--- config.mk ---
export PLATFORM = sky130hd
export DESIGN_NAME = cold_reset_seq
export DESIGN_NICKNAME = d
export VERILOG_FILES = /design/src/rtl/cold_rst_pkg.sv /design/src/rtl/seq_timer.sv /design/src/rtl/cfg_capture.sv /design/src/rtl/seq_fsm.sv /design/src/rtl/cold_reset_seq.sv
export SDC_FILE = /design/constraint.sdc
export NUM_CORES = 1
export LEC_CHECK = 0
export BUFFER_PORTS_ARGS = -buffer_cell sky130_fd_sc_hd__buf_2
export CORE_MARGIN = 2
export CORE_UTILIZATION = 40
export CTS_BUF_LIST = sky130_fd_sc_hd__clkbuf_4 sky130_fd_sc_hd__clkbuf_8
export DETAILED_ROUTE_END_ITERATION = 10
export REMOVE_ABC_BUFFERS = 1
export SKIP_LAST_GASP = 1
export SYNTH_ARGS = -nofsm -noshare
export SYNTH_HDL_FRONTEND = slang
export SYNTH_SLANG_ARGS = --single-unit
--- constraint.sdc ---
create_clock -name clk -period 2.4 [get_ports clk]
set_clock_uncertainty 0.2 [all_clocks]
set_input_delay 0.36 -clock clk [delete_from_list [all_inputs] [get_ports clk]]
set_output_delay 0.36 -clock clk [all_outputs]
set_load 0.05 [all_outputs]
--- src/rtl/cold_rst_pkg.sv ---
// Shared state encoding for the cold reset sequencer.
// Assumes: used by seq_fsm and the top only.
package cold_rst_pkg;
    typedef enum logic [2:0] {
        ST_IDLE      = 3'd0,
        ST_ASSERT    = 3'd1,
        ST_PWR_ON    = 3'd2,
        ST_WAIT      = 3'd3,
        ST_PRE_REL   = 3'd4,
        ST_REL_HOLD  = 3'd5,
        ST_DONE      = 3'd6
    } seq_state_t;
endpackage

--- src/rtl/seq_timer.sv ---
// Down counter for state durations. A load sets the count; otherwise the
// count decrements and saturates at zero.
// Assumes: load_val fits CNT_W bits.
module seq_timer #(
    parameter int CNT_W = 8
) (
    input  logic             clk,
    input  logic             rst_n,
    input  logic             load,
    input  logic [CNT_W-1:0] load_val,
    output logic             zero
);
    logic [CNT_W-1:0] cnt_q;

    // Load or count down, stopping at zero.
    always_ff @(posedge clk) begin
        if (!rst_n)
            cnt_q <= '0;
        else if (load)
            cnt_q <= load_val;
        else if (cnt_q != '0)
            cnt_q <= cnt_q - 1'b1;
    end

    assign zero = (cnt_q == '0);


    no_wrap_chk: assert property (@(posedge clk) disable iff (!rst_n)
        ($past(cnt_q) == '0 && !$past(load)) |-> (cnt_q == '0));
endmodule

--- src/rtl/cfg_capture.sv ---
// Holds the ratio code and extra configuration. Both follow their inputs
// while capture_en is high (idle) and freeze when it drops.
// Assumes: capture_en is high only in the idle state.
module cfg_capture #(
    parameter int RATIO_W = 5,
    parameter int XCFG_W  = 8
) (
    input  logic               clk,
    input  logic               rst_n,
    input  logic               capture_en,
    input  logic [RATIO_W-1:0] ratio_i,
    input  logic [XCFG_W-1:0]  xcfg_i,
    output logic [RATIO_W-1:0] ratio_q,
    output logic [XCFG_W-1:0]  xcfg_q
);
    // Track inputs in idle, hold them during the sequence.
    always_ff @(posedge clk) begin
        if (!rst_n) begin
            ratio_q <= '0;
            xcfg_q  <= '0;
        end else if (capture_en) begin
            ratio_q <= ratio_i;
            xcfg_q  <= xcfg_i;
        end
    end


    frozen_cfg_chk: assert property (@(posedge clk) disable iff (!rst_n)
        (!$past(capture_en)) |-> ($stable(ratio_q) && $stable(xcfg_q)));
endmodule

--- src/rtl/seq_fsm.sv ---
// Sequencing state machine. Each timed state loads the timer on entry with
// its length minus one and leaves when the timer reads zero.
// Assumes: WAIT_CYC >= PRE_CYC + 2, LEAD_CYC >= 1, HOLD_CYC in 2..3.
module seq_fsm
    import cold_rst_pkg::*;
#(
    parameter int CNT_W    = 8,
    parameter int LEAD_CYC = 2,
    parameter int WAIT_CYC = 20,
    parameter int PRE_CYC  = 4,
    parameter int HOLD_CYC = 3
) (
    input  logic             clk,
    input  logic             rst_n,
    input  logic             start_i,
    input  logic             tmr_zero,
    output logic             tmr_load,
    output logic [CNT_W-1:0] tmr_val,
    output seq_state_t       state_q
);
    localparam int MID_CYC = WAIT_CYC - 1 - PRE_CYC;

    seq_state_t nxt;

    // Next-state choice from start level and timer expiry.
    always_comb begin
        nxt = state_q;
        if (!start_i) begin
            nxt = ST_IDLE;
        end else begin
            case (state_q)
                ST_IDLE:     nxt = ST_ASSERT;
                ST_ASSERT:   if (tmr_zero) nxt = ST_PWR_ON;
                ST_PWR_ON:   nxt = ST_WAIT;
                ST_WAIT:     if (tmr_zero) nxt = ST_PRE_REL;
                ST_PRE_REL:  if (tmr_zero) nxt = ST_REL_HOLD;
                ST_REL_HOLD: if (tmr_zero) nxt = ST_DONE;
                ST_DONE:     nxt = ST_DONE;
                default:     nxt = ST_IDLE;
            endcase
        end
    end

    // Timer reload value for the state being entered.
    always_comb begin
        tmr_load = (nxt != state_q);
        case (nxt)
            ST_ASSERT:   tmr_val = CNT_W'(LEAD_CYC - 1);
            ST_WAIT:     tmr_val = CNT_W'(MID_CYC - 1);
            ST_PRE_REL:  tmr_val = CNT_W'(PRE_CYC - 1);
            ST_REL_HOLD: tmr_val = CNT_W'(HOLD_CYC - 1);
            default:     tmr_val = '0;
        endcase
    end

    // State register.
    always_ff @(posedge clk) begin
        if (!rst_n)
            state_q <= ST_IDLE;
        else
            state_q <= nxt;
    end


    abort_idle_chk: assert property (@(posedge clk) disable iff (!rst_n)
        !start_i |=> (state_q == ST_IDLE));
endmodule

--- src/rtl/cold_reset_seq.sv ---
// Cold reset sequence generator top. Orders processor reset, power-good,
// ratio pins and extra configuration pins with cycle-counted intervals.
// Assumes: start_i is synchronous to clk; WAIT_CYC covers the required
// millisecond at the reference clock frequency.
module cold_reset_seq
    import cold_rst_pkg::*;
#(
    parameter int RATIO_W  = 5,
    parameter int XCFG_W   = 8,
    parameter int CLK_KHZ  = 100000,
    parameter int WAIT_CYC = CLK_KHZ + 1,
    parameter int LEAD_CYC = 2,
    parameter int PRE_CYC  = 4,
    parameter int HOLD_CYC = 3
) (
    input  logic               clk,
    input  logic               rst_n,
    input  logic               start_i,
    input  logic [RATIO_W-1:0] ratio_i,
    input  logic [XCFG_W-1:0]  xcfg_i,
    output logic               prst_n_o,
    output logic               pwr_ok_o,
    output logic [RATIO_W-1:0] ratio_o,
    output logic               ratio_oe_o,
    output logic [XCFG_W-1:0]  xcfg_o,
    output logic               xcfg_oe_o,
    output logic               seq_done_o
);
    localparam int CNT_W = $clog2(WAIT_CYC + 1);

    seq_state_t       st;
    logic             tmr_zero, tmr_load;
    logic [CNT_W-1:0] tmr_val;

    seq_fsm #(
        .CNT_W(CNT_W), .LEAD_CYC(LEAD_CYC), .WAIT_CYC(WAIT_CYC),
        .PRE_CYC(PRE_CYC), .HOLD_CYC(HOLD_CYC)
    ) u_fsm (
        .clk(clk), .rst_n(rst_n), .start_i(start_i), .tmr_zero(tmr_zero),
        .tmr_load(tmr_load), .tmr_val(tmr_val), .state_q(st)
    );

    seq_timer #(.CNT_W(CNT_W)) u_tmr (
        .clk(clk), .rst_n(rst_n), .load(tmr_load), .load_val(tmr_val),
        .zero(tmr_zero)
    );

    cfg_capture #(.RATIO_W(RATIO_W), .XCFG_W(XCFG_W)) u_cap (
        .clk(clk), .rst_n(rst_n), .capture_en(st == ST_IDLE),
        .ratio_i(ratio_i), .xcfg_i(xcfg_i), .ratio_q(ratio_o), .xcfg_q(xcfg_o)
    );

    // Output decode from the registered state.
    always_comb begin
        prst_n_o   = (st == ST_REL_HOLD) || (st == ST_DONE);
        pwr_ok_o   = (st != ST_IDLE) && (st != ST_ASSERT);
        ratio_oe_o = (st != ST_DONE);
        xcfg_oe_o  = (st == ST_PRE_REL) || (st == ST_REL_HOLD);
        seq_done_o = (st == ST_DONE);
    end

    // Counts clocks from power-good rise for the interval check.
    logic [CNT_W-1:0] gap_q;
    always_ff @(posedge clk) begin
        if (!rst_n || !pwr_ok_o)
            gap_q <= '0;
        else if (!prst_n_o && gap_q != '1)
            gap_q <= gap_q + 1'b1;
    end


    ratio_during_reset_chk: assert property (@(posedge clk) disable iff (!rst_n)
        !prst_n_o |-> ratio_oe_o);

    pwr_after_reset_chk: assert property (@(posedge clk) disable iff (!rst_n)
        $rose(pwr_ok_o) |-> !prst_n_o);

    interval_min_chk: assert property (@(posedge clk) disable iff (!rst_n)
        $rose(prst_n_o) |-> (gap_q >= CNT_W'(WAIT_CYC - 1)));

    cfg_before_release_chk: assert property (@(posedge clk) disable iff (!rst_n)
        $rose(prst_n_o) |-> (xcfg_oe_o && $past(xcfg_oe_o)));

    done_levels_chk: assert property (@(posedge clk) disable iff (!rst_n)
        seq_done_o |-> (prst_n_o && pwr_ok_o && !xcfg_oe_o));
endmodule

==> qor.txt <==
Status - finished clean
Die Y - 67.72 µm
Final WS setup - 0.09492 ns
Sequential share of power - 0.243
Mapped Area - 1624 µm²
Most frequent cells in the layout - nand2_1 (37), buf_2 (33), dfxtp_1 (33)
IO buf count - 33
Commonest non-fill, non-tap cell in the layout - nand2_1
Least-Margin Pin Slew - 0.4769 ns
Die width - 67.72 µm
Max transition margin - 0.6739
Detailed Routing Iterations Pass 1 - 4
Die ar. - 4586 µm²
Final worst path period share - 0.9604
Global Route Usage Sum - 0.1833
Residual DRC count - 0
Main synth FF type - dfxtp_1
Sw Share - 0.4181
Net Sw Power - 1.393 mW
Clk pwr share - 0.158
Boundary Pins - 34
Fin crit period - 2.305 ns
Row count - 23
CP Capture Type - register
Worst skew pair latency - 0.28 ns
FILL cells - 381
Comb power frac - 0.599
Post-Synthesis Cells - 196
Initial core utilization - 0.4119
Share of cells above drive strength 1 - 0.2746
NumNets Final - 261
Leak Pwr - 0.9044 nW
Area share of the largest cell type after synthesis - 0.4068
Internal - 1.939 mW
Synth async-reset ratio - 0
Post-layout util - 0.5230
Slew Limit Fails - 0
Largest net degree at the start of global routing - 14
Total CTS buffers - 5
PwrDens - 1616 nW/µm²
Routability cong. - 0.8261
Grt ovf - 0
Dpl hpwl - 2709 µm
First-pass GRT wire length - 6223 µm
CP max-delay cell - or3b_1
Post-DRT Antenna Nets - 0
Max Buffers Root-to-Sink - 2
CP max FO - 6
Initial DRC Count - 59
Synth Register Bits - 33
N_diodes - 0
Slowest stage delay, CP - 0.42 ns
Pre-CTS setup slack - -0.02368 ns
Worst Path Required - 2.41 ns
Max VDD drop - 0.8124 mV
Sequential share of the synthesized area - 0.4068
Critical path, cell by cell - inv_1, ha_1, or3b_1, nor4b_4, nand2_2, or3_1, a21oi_1
Startpoint class of the critical path - register
Worst Path Arrival - 2.31 ns
Core area - 3943 µm²
Vias - 1475
Routed WL per cell - 12.82 µm
CTS tree - yes
Vias in the first global route - 1401
Max Clk Rate - 0.4338 GHz
Register clock-pin slew on the reported worst setup and hold paths - 0.07 ns
Setup violators final - 0
Vias per inst - 5.017
Area growth syn-to-layout - 26.96%
Worst path top cell family by delay - simple AND/OR/NAND/NOR gates
Syn. warnings - 0
Endpoints failing hold - 0
HP Class - primary input to register
Setup CP Type - register to register
Yosys top cell by area - dfxtp_1
Htree depth - 2
Total Power - 3.333 mW
Initial antenna violation count - 0
CTS Sinks - 33
EDFF count, synth - 0
Root Driver - clkbuf_8
Synthesized area per cell - 8.286 µm²
Worst path bufs/invs - 1
Top post-synthesis cells by area - dfxtp_1 (41%), nand2_1 (8.8%), xnor2_1 (5.4%)
Max Cap Viol - 0
Yosys cell types - 39
Total Routed Length - 3770 µm
## cell usage after synthesis, types with 2 or more instances
cell and n:
a211o_1 2, a21boi_0 7, a21oi_1 17, clkbuf_1 5, dfxtp_1 33, ha_1 2, inv_1 6, mux2i_1 3
nand2_1 38, nand2b_1 2, nand3_1 4, nand3b_1 2, nor2_1 20, nor2b_1 4, nor3_1 5, nor4_1 3
nor4_4 2, o21ai_0 5, o21ai_1 2, or2_2 2, or3_1 3, or4_4 2, xnor2_1 10, xor2_1 2
## metal layers
metal | GRT usage | routed length, µm | vias to the layer above
met2 | 0.2929 | 1723 | 26
met3 | 0.05000 | 167 | 2
met1 | 0.2373 | 1849 | 677
li1 | - | - | 770
met5 | 0 | 0 | -
met4 | 0.06122 | 30 | 0
## kinds of logic after synthesis
| family | Yosys count | synth area share |
|---|---|---|
| AOI/OAI and AO/OA | 41 | 0.1626 |
| xor gates and xnor gates | 12 | 0.06471 |
| adders and majority gates | 2 | 0.01541 |
| buffers and inverters | 13 | 0.03081 |
| DFF | 33 | 0.4068 |
| muxes | 3 | 0.01849 |
| and+or+nand+nor | 92 | 0.3012 |
## power by group through the flow
stage | Sequential, mW | Clock, mW | Combinational (mW)
4_1_cts | 0.808 | 0.536 | 1.90
3_3_place_gp | 0.817 | 0 | 1.84
6_report | 0.809 | 0.527 | 2.00
2_1_floorplan | 0.917 | 0 | 1.26
5_1_grt | 0.826 | 0.558 | 2.23
3_5_place_dp | 0.819 | 0 | 1.87
## worst paths after layout
kind,start,end,slack [ns],cells after the start
hold / removal,ratio_i[0],u_cap.ratio_q[0],0.10,3
setup reg to reg,u_tmr.cnt_q[1],u_fsm.state_q[2],0.09,7
setup / recovery,u_tmr.cnt_q[1],u_fsm.state_q[2],0.09,7
hold reg to reg,u_cap.ratio_q[0],u_cap.ratio_q[0],0.26,2
## repair_timing
item | CTS | global route
hold buffers | 0 | 0
setup buffers | 0 | 3
pin swaps | 0 | 1
endpoints found under the setup margin | 7 | 19
gates resized for setup | 1 | 3
## sequential cells by signal, summed over array words and instances (netlist names)
signal and count:
u_cap.ratio_q 5, u_fsm.state_q 3, u_cap.xcfg_q 8, u_tmr.cnt_q 17
## per-stage QoR
stage	hold WS (ns)	area, µm²	std cells	setup TNS, ns
floorplan	0.2829	1597	189	0
global placement	0.2441	1907	283	0
detailed placement	0.2470	1907	283	-0.06616
CTS	0.1033	2031	291	-0.04841
global route	0.1208	2062	294	-0.01513
finish	0.1041	2062	294	0
## worst reg2reg max path: stages (launching register included)
cell and delay, ns:
dfxtp_1 0.33, inv_1 0.09, ha_1 0.14, or3b_1 0.42
nor4b_4 0.32, nand2_2 0.19, or3_1 0.38, a21oi_1 0.17
## layout make-up
type	count	area, µm²	area share
Sequential cell	33	660.6	0.3204
Timing Repair Buffer	47	270.3	0.1311
Multi-Input combinational cell	150	930.9	0.4515
Clock inverter	3	46.29	0.02245
Clock buffer	5	68.82	0.03337
Inverter	6	22.52	0.01092
Tap cell	50	62.56	0.03034
Note: power is estimated with default switching activity, not from simulation.
